`config.mk`:
```
export PLATFORM = sky130hd
export DESIGN_NAME = sar_conv_seq
export DESIGN_NICKNAME = d
export VERILOG_FILES = /design/src/rtl/sar_seq_pkg.sv /design/src/rtl/sar_slot_gen.sv /design/src/rtl/sar_bit_engine.sv /design/src/rtl/sar_conv_seq.sv
export SDC_FILE = /design/constraint.sdc
export NUM_CORES = 1
export LEC_CHECK = 0
export BUFFER_PORTS_ARGS = -buffer_cell sky130_fd_sc_hd__buf_2
export CORE_MARGIN = 2
export CORE_UTILIZATION = 35
export DETAILED_ROUTE_END_ITERATION = 8
export PLACE_DENSITY_LB_ADDON = 0.05
export SETUP_SLACK_MARGIN = 0.5
export SYNTH_ARGS = -nofsm -noshare
export SYNTH_HDL_FRONTEND = slang
export SYNTH_SLANG_ARGS = --single-unit
```
`constraint.sdc`:
```
create_clock -name clk -period 2.3 [get_ports clk]
set_clock_uncertainty 0.2 [all_clocks]
set_input_delay 0.46 -clock clk [delete_from_list [all_inputs] [get_ports clk]]
set_output_delay 0.46 -clock clk [all_outputs]
set_load 0.02 [all_outputs]
```
`src/rtl/sar_seq_pkg.sv`:
```
// Shared types for the conversion sequencer.
// Assumes a 10-bit result presented as three nibble views.
package sar_seq_pkg;
    localparam int RES_W = 10;

    typedef enum logic {
        SEL_CTRL = 1'b0,
        SEL_TIME = 1'b1
    } sar_wsel_e;

    typedef struct packed {
        logic       ref_ext;
        logic [1:0] chan;
        logic       enable;
    } sar_ctrl_t;

    typedef struct packed {
        logic       go;
        logic [1:0] div_sel;
        logic       long_len;
    } sar_time_t;
endpackage

```
`src/rtl/sar_slot_gen.sv`:
```
// Conversion-clock slot generator: pulses tick once every
// BASE_DIV << div_sel cycles while run is high, restarting from zero
// whenever run is low. Assumes div_sel is held stable during a run.
module sar_slot_gen #(
    parameter int BASE_DIV = 16
) (
    input  logic       clk,
    input  logic       rst_n,
    input  logic       run,
    input  logic [1:0] div_sel,
    output logic       tick
);
    localparam int MAX_DIV = BASE_DIV * 8;
    localparam int CW      = $clog2(MAX_DIV);

    logic [CW-1:0] cnt;
    logic [CW-1:0] limit;

    // Last count value of one slot for the chosen divider.
    always_comb limit = CW'((BASE_DIV << div_sel) - 1);

    assign tick = run && (cnt == limit);

    // Free-running slot counter, held at zero when idle.
    always_ff @(posedge clk) begin
        if (!rst_n || !run) begin
            cnt <= '0;
        end else if (cnt == limit) begin
            cnt <= '0;
        end else begin
            cnt <= cnt + 1'b1;
        end
    end
endmodule

```
`src/rtl/sar_bit_engine.sv`:
```
// Successive-approximation engine: after start it spends a lead of
// settle slots, then makes NBITS decisions spaced evenly to fill the
// chosen length, MSB first. The result register is written in one
// cycle at the final decision. Assumes cmp_in is valid for the
// present trial code.
module sar_bit_engine #(
    parameter int NBITS     = 10,
    parameter int SHORT_LEN = 15,
    parameter int LONG_LEN  = 114
) (
    input  logic             clk,
    input  logic             rst_n,
    input  logic             start,
    input  logic             abort,
    input  logic             long_len,
    input  logic             tick,
    input  logic             cmp_in,
    output logic             busy,
    output logic             finish,
    output logic [NBITS-1:0] trial,
    output logic [NBITS-1:0] result
);
    localparam int STEP_S = SHORT_LEN / NBITS;
    localparam int STEP_L = LONG_LEN / NBITS;
    localparam int LEAD_S = SHORT_LEN - NBITS * STEP_S;
    localparam int LEAD_L = LONG_LEN - NBITS * STEP_L;
    localparam int CW     = $clog2(LONG_LEN + 1);
    localparam int BW     = $clog2(NBITS);

    logic [CW-1:0] lead_cnt, lead_q, ph_cnt, step_q;
    logic          in_lead;
    logic [BW-1:0] bit_idx, nxt_idx;
    logic          decide;

    assign nxt_idx = bit_idx - 1'b1;
    assign decide  = busy && tick && !in_lead && !abort &&
                     (ph_cnt == step_q - 1'b1);
    assign finish  = decide && (bit_idx == '0);

    // Conversion state: lead timing, decision spacing and bit stepping.
    always_ff @(posedge clk) begin
        if (!rst_n) begin
            busy     <= 1'b0;
            in_lead  <= 1'b0;
            lead_cnt <= '0;
            lead_q   <= '0;
            ph_cnt   <= '0;
            step_q   <= '0;
            bit_idx  <= '0;
            trial    <= '0;
            result   <= '0;
        end else if (abort) begin
            busy <= 1'b0;
        end else if (start) begin
            busy     <= 1'b1;
            step_q   <= long_len ? CW'(STEP_L) : CW'(STEP_S);
            lead_q   <= long_len ? CW'(LEAD_L) : CW'(LEAD_S);
            in_lead  <= long_len ? (LEAD_L != 0) : (LEAD_S != 0);
            lead_cnt <= '0;
            ph_cnt   <= '0;
            bit_idx  <= BW'(NBITS - 1);
            trial    <= {1'b1, {(NBITS-1){1'b0}}};
        end else if (busy && tick) begin
            if (in_lead) begin
                if (lead_cnt == lead_q - 1'b1) begin
                    in_lead <= 1'b0;
                end else begin
                    lead_cnt <= lead_cnt + 1'b1;
                end
            end else if (decide) begin
                ph_cnt         <= '0;
                trial[bit_idx] <= cmp_in;
                if (bit_idx == '0) begin
                    busy   <= 1'b0;
                    result <= {trial[NBITS-1:1], cmp_in};
                end else begin
                    trial[nxt_idx] <= 1'b1;
                    bit_idx        <= nxt_idx;
                end
            end else begin
                ph_cnt <= ph_cnt + 1'b1;
            end
        end
    end
endmodule

```
`src/rtl/sar_conv_seq.sv`:
```
// Top of the conversion sequencer: control and timing nibbles,
// held start request, quiet gap after each conversion, interrupt
// flag and result nibble views. Assumes one register write per cycle.
module sar_conv_seq
    import sar_seq_pkg::*;
#(
    parameter int BASE_DIV   = 16,
    parameter int GAP_CYCLES = 16,
    parameter int SHORT_LEN  = 15,
    parameter int LONG_LEN   = 114
) (
    input  logic             clk,
    input  logic             rst_n,
    input  logic             wr_en,
    input  logic             wr_sel,
    input  logic [3:0]       wr_data,
    input  logic             irq_en,
    input  logic             irq_ack,
    input  logic             cmp_in,
    output logic [3:0]       ctrl_q,
    output logic [3:0]       time_q,
    output logic [3:0]       res_lo,
    output logic [3:0]       res_mid,
    output logic [3:0]       res_hi,
    output logic [RES_W-1:0] dac_code,
    output logic [1:0]       ch_sel,
    output logic             ref_ext,
    output logic             conv_busy,
    output logic             irq_flag,
    output logic             irq_out
);
    localparam int GW = $clog2(GAP_CYCLES + 1);

    sar_ctrl_t        ctrl_r;
    sar_time_t        time_r;
    logic             go_q;
    logic [GW-1:0]    gap_cnt;
    logic             gap_zero;
    logic             wr_ctrl, wr_time, clr_req;
    logic             busy, conv_start, conv_abort, conv_finish, tick;
    logic [RES_W-1:0] result;

    assign wr_ctrl    = wr_en && (wr_sel == SEL_CTRL);
    assign wr_time    = wr_en && (wr_sel == SEL_TIME);
    assign clr_req    = wr_time && !wr_data[3];
    assign gap_zero   = (gap_cnt == '0);
    assign conv_abort = busy && clr_req;
    assign conv_start = go_q && ctrl_r.enable && gap_zero && !busy && !clr_req;
    assign go_q       = time_r.go;

    // Control nibble register.
    always_ff @(posedge clk) begin
        if (!rst_n) begin
            ctrl_r <= '0;
        end else if (wr_ctrl) begin
            ctrl_r <= sar_ctrl_t'(wr_data);
        end
    end

    // Timing nibble; the flag is cleared by hardware at completion.
    always_ff @(posedge clk) begin
        if (!rst_n) begin
            time_r <= '0;
        end else begin
            if (wr_time) begin
                time_r <= sar_time_t'(wr_data);
            end
            if (conv_finish) begin
                time_r.go <= 1'b0;
            end
        end
    end

    // Quiet gap counter, loaded when a conversion ends or aborts.
    always_ff @(posedge clk) begin
        if (!rst_n) begin
            gap_cnt <= '0;
        end else if (conv_finish || conv_abort) begin
            gap_cnt <= GW'(GAP_CYCLES);
        end else if (!gap_zero) begin
            gap_cnt <= gap_cnt - 1'b1;
        end
    end

    // Interrupt request flag: set on completion, cleared by ack.
    always_ff @(posedge clk) begin
        if (!rst_n) begin
            irq_flag <= 1'b0;
        end else if (conv_finish) begin
            irq_flag <= 1'b1;
        end else if (irq_ack) begin
            irq_flag <= 1'b0;
        end
    end

    sar_slot_gen #(
        .BASE_DIV(BASE_DIV)
    ) u_slot (
        .clk    (clk),
        .rst_n  (rst_n),
        .run    (busy),
        .div_sel(time_r.div_sel),
        .tick   (tick)
    );

    sar_bit_engine #(
        .NBITS    (RES_W),
        .SHORT_LEN(SHORT_LEN),
        .LONG_LEN (LONG_LEN)
    ) u_engine (
        .clk     (clk),
        .rst_n   (rst_n),
        .start   (conv_start),
        .abort   (conv_abort),
        .long_len(time_r.long_len),
        .tick    (tick),
        .cmp_in  (cmp_in),
        .busy    (busy),
        .finish  (conv_finish),
        .trial   (dac_code),
        .result  (result)
    );

    assign ctrl_q    = ctrl_r;
    assign time_q    = time_r;
    assign ch_sel    = ctrl_r.chan;
    assign ref_ext   = ctrl_r.ref_ext;
    assign conv_busy = busy;
    assign irq_out   = irq_flag && irq_en;
    assign res_lo    = {result[2:0], 1'b0};
    assign res_mid   = result[6:3];
    assign res_hi    = {1'b0, result[9:7]};
endmodule

```
==> reports/metrics.yaml, run 1 <==
status: "complete, no violations"
antenna_found_initial: 0
drive_gt1_share_pct: 43.74
worst_pin_slew_ns: 0.5550
grt_setup_unrepaired: "yes"
wl_um: 9607
slew_headroom_pct: 62.86
gp_congestion: 0.7935
insertion_delay_ns: 0.34
cts_sinks: 64
fin_hold_ws_ns: 0.1665
root_buffer: "clkbuf_8"
syn_area_um2: 3276
synth_common_cells: "dfxtp_1, nand2_1, nand3_1, a21oi_1, nor2_1"
grt_overflow: 0
seq_area_um2: 1301
p_seq_share_pct: 40.0
yosysSeqAreaShare_pct: 39.11
dieHeight_um: 100.7
vias: 3213
intPower_w: 0.002212
combPwrFrac_pct: 18.6
yosysUniqueCellTypes: 56
startpoint_type: "register"
post_synth.cell_area_avg_um2: 8.128
synth_edf_count: 0
drcViolationCount: 0
crit_chain: "inv_2 > ha_4 > or4b_4 > nor3_4 > buf_4 > buf_6 > nand2_8 > nand2_8 > nor3_1 > a31o_1"
period_needed_ns: 2.246
crit_buf_inv: 3
worstPathArrival_ns: 2.28
initial_utilization_pct: 35.79
drv_slew: 0
fin_nets: 522
numPortBuffers: 44
min_path_type: "input port to register"
rrSetupSlack_ns: 0.05
multi_input_area_um2: 2327
crit_path_max_incr_delay_ns: 0.50
synth_seq_cells: 64
dieArea_um2: 10150
ios: 47
avgViaCountPerCell: 5.233
wl_per_cell_um: 15.65
cts_max_path_buffers: 2
yosysMostFrequentCell: "dfxtp_1"
crit_fanout: 7
synthTopCellsByArea: "dfxtp_1, nand2_1, nand3_1"
cts_max_level: 3
synth_top_area_share_pct: 39.11
endpoint_kind: "register"
numCtsBuffers: 9
timing.rr.start: "gap_cnt[0]"
clk_pin_slew_ns: 0.08
cpMostUsedCell: "nand2_8"
p_leak_nw: 1.906
ys_warn_count: 0
startpoint: "gap_cnt[0]"
max_freq_mhz: 445.2
worst-path-stages: 10
fp.coreArea_um2: 9153
grt_pass1_vias: 3025
crit_required_ns: 2.33
r2r-end: "u_engine.bit_idx[2]"
ff2ff_path_depth: 10
antenna_cells: 0
worst-setup-path-type: "register to register"
fillers: 850
finalSetupViolCount: 0
p_sw_share_pct: 26.31
clock_power_share_pct: 41.5
hpwlAfterDp_um: 6244
ir_worst_vdd_uv: 338.4
cpMaxStageDelayCell: "or4b_4"
power_switching_w: 0.0007899
finalCritPeriodShare_pct: 97.66
synthArstFlopShare_pct: 0
drtIter0Drc: 92
drt-pass1-iter-count: 4
grt_usage_pct: 18.70
placedCellCount: 564
die_w_um: 100.7
power_density_nw_per_um2: 605.9
drv_cap: 0
area_growth_pct: 51.26
synth_ff_type: "dfxtp_1"
hold_viol: 0
cts_tree: "done"
fp-row-count: 35
layout.cells.non_filler: 614
grt_pass1_wl_um: 15080
antenna_left: 0
crit_family: "simple AND/OR/NAND/NOR gates"
crit_end: "u_engine.bit_idx[2]"
grt_max_degree: 27
synthCells: 403
synth_largest_area_cell: "dfxtp_1"
worst reg2reg max path, cell delays in order (launching register included):
cell     delay [ns]
dfxtp_2        0.33
inv_2          0.07
ha_4           0.12
or4b_4         0.50
nor3_4         0.23
buf_4          0.16
buf_6          0.10
nand2_8        0.07
nand2_8        0.10
nor3_1         0.06
a31o_1         0.19
layout by cell type (no fill, tap or decap), drive strengths merged, types with 3 or more instances in the layout:
master / count
nor3: 11
a211oi: 7
xor2: 5
or3: 8
nor2: 30
nor2b: 3
and3: 5
or2: 3
or4: 4
nand2b: 3
dfxtp: 64
a32o: 3
ha: 13
o31ai: 3
clkbuf: 13
and2: 3
nand2: 53
buf: 107
a221oi: 3
bufinv: 3
xnor2: 10
nor4: 4
mux2i: 4
o21ai: 26
or4b: 3
nand3: 36
inv: 12
nand4: 3
o22ai: 4
a21oi: 36
cell families (layout without fill, tap and decap cells):
| family | after synthesis | in the layout | share of synthesized area, % |
|---|---|---|---|
| DFF | 64 | 64 | 39.11 |
| xor gates and xnor gates | 15 | 15 | 4.011 |
| and+or+nand+nor | 175 | 175 | 27.62 |
| buffers and inverters | 38 | 137 | 5.653 |
| other | 1 | 2 | 0.1145 |
| AOI/OAI and AO/OA | 93 | 93 | 17.30 |
| adders and majority gates | 13 | 13 | 4.966 |
| muxes | 4 | 4 | 1.222 |
metrics by stage:
stage | TNS [ns] | util [%] | total power [W] | worst slack (ns) | cell area [um2]
after floorplan | 0 | - | 0.001599 | 0.04654 | 3501
after global placement | 0 | 43.35 | 0.001675 | 0.08170 | 3968
after detailed placement | 0 | 43.35 | 0.001682 | 0.03961 | 3968
after CTS | 0 | 50.12 | 0.002997 | 0.05500 | 4587
after global routing | -0.06331 | 54.14 | 0.003144 | -0.02788 | 4955
final | 0 | 54.14 | 0.003002 | 0.05386 | 4955
power groups by stage:
| stage | clock network [W] | logic (W) | registers (W) |
|---|---|---|---|
| global placement | 0 | 0.000446 | 0.00123 |
| floorplan | 0 | 0.000372 | 0.00123 |
| detailed placement | 0 | 0.000453 | 0.00123 |
| CTS | 0.00129 | 0.000512 | 0.00120 |
| finish | 0.00124 | 0.000557 | 0.00120 |
| global route | 0.00132 | 0.000615 | 0.00121 |
metal layers:
| metal | wire length [um] | GRT usage, % | part of all wire, % |
|---|---|---|---|
| met3 | 251 | 3.675 | 2.6 |
| met4 | 125 | 5.901 | 1.3 |
| met5 | 0 | 0 | 0 |
| met1 | 4836 | 27.47 | 50 |
| met2 | 4395 | 27.38 | 46 |
state kept, by name (all words and copies together), names as in the netlist, 2 cells and up:
| register | flops |
|---|---|
| u_slot.cnt | 7 |
| u_engine.step_q | 2 |
| time_q | 3 |
| u_engine.bit_idx | 4 |
| u_engine.trial | 10 |
| ch_sel | 2 |
| gap_cnt | 5 |
| u_engine.result | 10 |
| u_engine.lead_cnt | 7 |
| u_engine.ph_cnt | 7 |
area by class of cell:
| class | instances | area share [%] |
|---|---|---|
| Clock buffer | 11 | 3.056 |
| Tap cell | 111 | 2.803 |
| Clock inverter | 5 | 2.071 |
| Sequential cell | 64 | 26.26 |
| Inverter | 12 | 0.9596 |
| Timing Repair Buffer | 109 | 17.88 |
| Multi-Input combinational cell | 302 | 46.97 |
how the worst min path moves through the flow:
| stage | startpoint | end | slack, ns | depth (start not counted) |
|---|---|---|---|---|
| 2_1_floorplan | u_slot.cnt[0] | u_slot.cnt[0] | 0.22 | 1 |
| 6_report | wr_data[1] | ch_sel[0] | 0.17 | 3 |
| 5_1_grt | wr_data[2] | ch_sel[1] | 0.17 | 3 |
| 3_5_place_dp | u_slot.cnt[0] | u_slot.cnt[0] | 0.23 | 1 |
| 3_3_place_gp | u_slot.cnt[0] | u_slot.cnt[0] | 0.23 | 1 |
| 4_1_cts | wr_data[1] | ch_sel[0] | 0.15 | 3 |
what timing repair did:
action,4_1_cts,5_1_grt
endpoints found under the hold margin,0,0
cloned,1,3
gates resized for setup,45,42
pin swaps,19,20
setup buffers,20,10
hold buffers,0,0
setup endpoints to repair,50,50
Power figures use the tool's default switching activity.
==> inputs of run 2 (changes only) <==
--- a/config.mk
+++ b/config.mk
@@ -5,6 +5,7 @@
 export SDC_FILE = /design/constraint.sdc
 export NUM_CORES = 1
 export LEC_CHECK = 0
+export ABC_AREA = 1
 export BUFFER_PORTS_ARGS = -buffer_cell sky130_fd_sc_hd__buf_2
 export CORE_MARGIN = 2
 export CORE_UTILIZATION = 35
==> run 2 against run 1 <==
  * First-iteration DRC count rose by 47%
  * Flip-flop and latch count did not move
  * Combinational power fell by 21%
  * Cell count rose by 18%
  * Total power fell by 13%
  * Setup slack improved by 0.19 ns
  * Via count rose by 4.8%
  * Clock power fell by 22%
  * Critical endpoint is now u_engine.result[7]
  * Wire length fell by 4.6%
  * Sequential share of layout area rose by 1.2 points
  * Highest routed layer unchanged
  * Global-route usage fell by 1.8 points
==> reports/metrics.yaml, run 2 <==
crit_family: "simple AND/OR/NAND/NOR gates"  # unchanged
yosysUniqueCellTypes: 36  # was 56
combPwrFrac_pct: 16.9  # was 18.6%
root_buffer: "clkbuf_8"  # unchanged
fp-row-count: 36  # was 35
final_cell_mix: "nand2_1, nor2_1, inv_1"  # was dfxtp_1, nand2_1, buf_2
fin_nets: 613  # was 522
synthXorXnorAreaFrac_pct: 4.279  # was 4.011%
status: "complete, no violations"  # unchanged
dieHeight_um: 103.7  # was 100.7 um
cts_max_level: 3  # unchanged
wl_per_cell_um: 12.63  # was 15.65 um
startpoint_type: "register"  # unchanged
hold_viol: 0  # unchanged
grt_pass1_wl_um: 15050  # was 15080 um
drv_slew: 0  # unchanged
fp.coreArea_um2: 9729  # was 9153 um2
yosysMostFrequentCell: "nand2_1"  # was dfxtp_1
grt_pass1_vias: 3081  # was 3025
worst-path-stages: 13  # was 10
grt_overflow: 0  # unchanged
hpwlAfterDp_um: 6166  # was 6244 um
antenna_left: 0  # unchanged
synth_top_family_by_area: "simple AND/OR/NAND/NOR gates"  # unchanged
crit_buf_inv: 4  # was 3
cts_sinks: 64  # unchanged
top_regs: "u_engine.result: 10 flops, u_engine.trial: 10 flops"  # unchanged
min_path_type: "input port to register"  # unchanged
insertion_delay_ns: 0.35  # was 0.34 ns
avgViaCountPerCell: 4.638  # was 5.233
hp-start: "wr_data[0]"  # was wr_data[1]
fin_hold_ws_ns: 0.1481  # was 0.1665 ns
final_area_um2: 4701  # was 4955 um2
grt_setup_unrepaired: "yes"  # unchanged
drcViolationCount: 0  # unchanged
synthArstFlopShare_pct: 0  # unchanged
worst-setup-path-type: "register to register"  # unchanged
numPortBuffers: 44  # unchanged
clock_power_share_pct: 37.1  # was 41.5%
fin_tns_setup_ns: 0  # unchanged
power_switching_w: 0.0007451  # was 0.0007899 W
synth-compound-area-share_pct: 8.810  # was 17.30%
crit_required_ns: 2.34  # was 2.33 ns
dieArea_um2: 10750  # was 10150 um2
hold_buffers: 0  # unchanged
timing.rr.start: "u_engine.step_q[1]"  # was gap_cnt[0]
endpoint_kind: "register"  # unchanged
cts_tree: "done"  # unchanged
crit_chain: "inv_2 > ha_4 > nand2_2 > inv_2 > nor2_1 > nand3_1 > nor2_2 > inv_2 > nor2_4 > nand3_4 > clkbuf_16 > nor2_1 > nor2_1"  # was inv_2 > ha_4 > or4b_4 > nor3_4 > buf_4 > buf_6 > nand2_8 > nand2_8 > nor3_1 > a31o_1
rrSetupSlack_ns: 0.24  # was 0.05 ns
ff2ff_path_depth: 13  # was 10
intPower_w: 0.001865  # was 0.002212 W
drt-pass1-iter-count: 4  # unchanged
crit_path_max_incr_delay_ns: 0.34  # was 0.50 ns
drtIter0Drc: 135  # was 92
synthAdderAreaFrac_pct: 4.675  # was 4.966%
grt_usage_pct: 16.90  # was 18.70%
post_synth.cell_area_avg_um2: 6.770  # was 8.128 um2
max_freq_mhz: 486.6  # was 445.2 MHz
power_density_nw_per_um2: 555.3  # was 605.9 nW/um2
p_seq_share_pct: 45.9  # was 40.0%
clk_pin_slew_ns: 0.07  # was 0.08 ns
ys_warn_count: 0  # unchanged
whs_path_depth: 3  # unchanged
synthCells: 514  # was 403
synthTopCellsByArea: "dfxtp_1, nand2_1, nor2_1"  # was dfxtp_1, nand2_1, nand3_1
final_common_cell: "nand2_1"  # was dfxtp_1
yosys.area_share.simple_pct: 34.81  # was 27.62%
ir_worst_vdd_uv: 405.9  # was 338.4 uV
synth_common_cells: "nand2_1, nor2_1, inv_1, dfxtp_1, nand3_1"  # was dfxtp_1, nand2_1, nand3_1, a21oi_1, nor2_1
antenna_found_initial: 0  # unchanged
synth_ff_type: "dfxtp_1"  # unchanged
yosysSeqAreaShare_pct: 36.82  # was 39.11%
syn_area_um2: 3480  # was 3276 um2
initial_utilization_pct: 35.76  # was 35.79%
wl_um: 9168  # was 9607 um
p_sw_share_pct: 28.54  # was 26.31%
drive_gt1_share_pct: 29.51  # was 43.74%
ios: 47  # unchanged
worstPathArrival_ns: 2.10  # was 2.28 ns
antenna_cells: 0  # unchanged
gp_congestion: 0.8630  # was 0.7935
synth_largest_area_cell: "dfxtp_1"  # unchanged
yosys-mux-area-fraction_pct: 0  # was 1.222%
synth_seq_cells: 64  # unchanged
crit_fanout: 5  # was 7
utilization_pct: 48.32  # was 54.14%
cts_max_path_buffers: 2  # unchanged
dpl-instance-area_um2: 3895  # was 3968 um2
numCtsBuffers: 9  # unchanged
drv_cap: 0  # unchanged
area_growth_pct: 35.10  # was 51.26%
startpoint: "u_engine.step_q[1]"  # was gap_cnt[0]
cpMaxStageDelayCell: "dfxtp_2"  # was or4b_4
vias: 3367  # was 3213
period_needed_ns: 2.055  # was 2.246 ns
finalCritPeriodShare_pct: 89.35  # was 97.66%
p_leak_nw: 2.225  # was 1.906 nW
finalSetupViolCount: 0  # unchanged
synth_edf_count: 0  # unchanged
grt_max_degree: 32  # was 27
synth_top_area_share_pct: 36.82  # was 39.11%
die_w_um: 103.7  # was 100.7 um
-- run 2: area by class of cell --
class	instances	area (um2)
Clock buffer	11	141.4
Clock inverter	4	45.04
Fill cell	1000	5029
Inverter	70	267.8
Multi-Input combinational cell	365	2187
Sequential cell	64	1291
Tap cell	133	166.4
Timing Repair Buffer	79	601.8
-- run 2: kinds of logic (layout without fill, tap and decap cells) --
| family | Yosys count | in the layout |
|---|---|---|
| simple gates | 274 | 275 |
| xor+xnor | 17 | 17 |
| fa+ha+maj | 13 | 13 |
| flops | 64 | 64 |
| buf+inv | 87 | 164 |
| compound gates | 58 | 58 |
| other cells | 1 | 2 |
-- run 2: final timing paths --
path | end
setup / recovery | u_engine.result[7]
hold / removal | ctrl_q[0]
setup reg to reg | u_engine.result[7]
hold reg to reg | u_slot.cnt[0]
-- run 2: repair_timing --
| item | CTS | global route |
|---|---|---|
| buffers inserted | 12 | 9 |
| gates cloned | 2 | 2 |
| endpoints found under the setup margin | 49 | 50 |
| resized for setup | 42 | 50 |
| pin swaps | 16 | 22 |
-- run 2: metal layers --
| metal | part of all wire [%] | global-route usage [%] | vias up |
|---|---|---|---|
| met5 | 0 | 0 | - |
| met4 | 1.1 | 4.826 | 0 |
| met2 | 46 | 26.82 | 56 |
| met3 | 3.4 | 4.154 | 9 |
| li1 | - | - | 1774 |
| met1 | 49 | 22.88 | 1528 |
-- run 2: worst reg2reg max path, cell delays in order (launching register included) --
cell       delay, ns
dfxtp_2         0.34
inv_2           0.05
ha_4            0.24
nand2_2         0.06
inv_2           0.03
nor2_1          0.09
nand3_1         0.10
nor2_2          0.13
inv_2           0.07
nor2_4          0.12
nand3_4         0.17
clkbuf_16       0.21
nor2_1          0.08
nor2_1          0.05
-- run 2: per-stage QoR --
stage               total power (W)  setup slack [ns]  std cells
global placement           0.001551            0.1835        686
floorplan                  0.001476            0.4980        515
CTS                        0.002636            0.2513        715
detailed placement         0.001567            0.1508        686
finish                     0.002610            0.2449        726
global route               0.002746            0.1251        726
-- run 2: power by group through the flow --
| stage | sequential [W] | combinational (W) | clock [W] |
|---|---|---|---|
| after floorplan | 0.00122 | 0.000256 | 0 |
| after global placement | 0.00121 | 0.000337 | 0 |
| after detailed placement | 0.00122 | 0.000352 | 0 |
| after CTS | 0.00120 | 0.000445 | 0.000994 |
| after global routing | 0.00120 | 0.000495 | 0.00105 |
| final | 0.00120 | 0.000442 | 0.000970 |
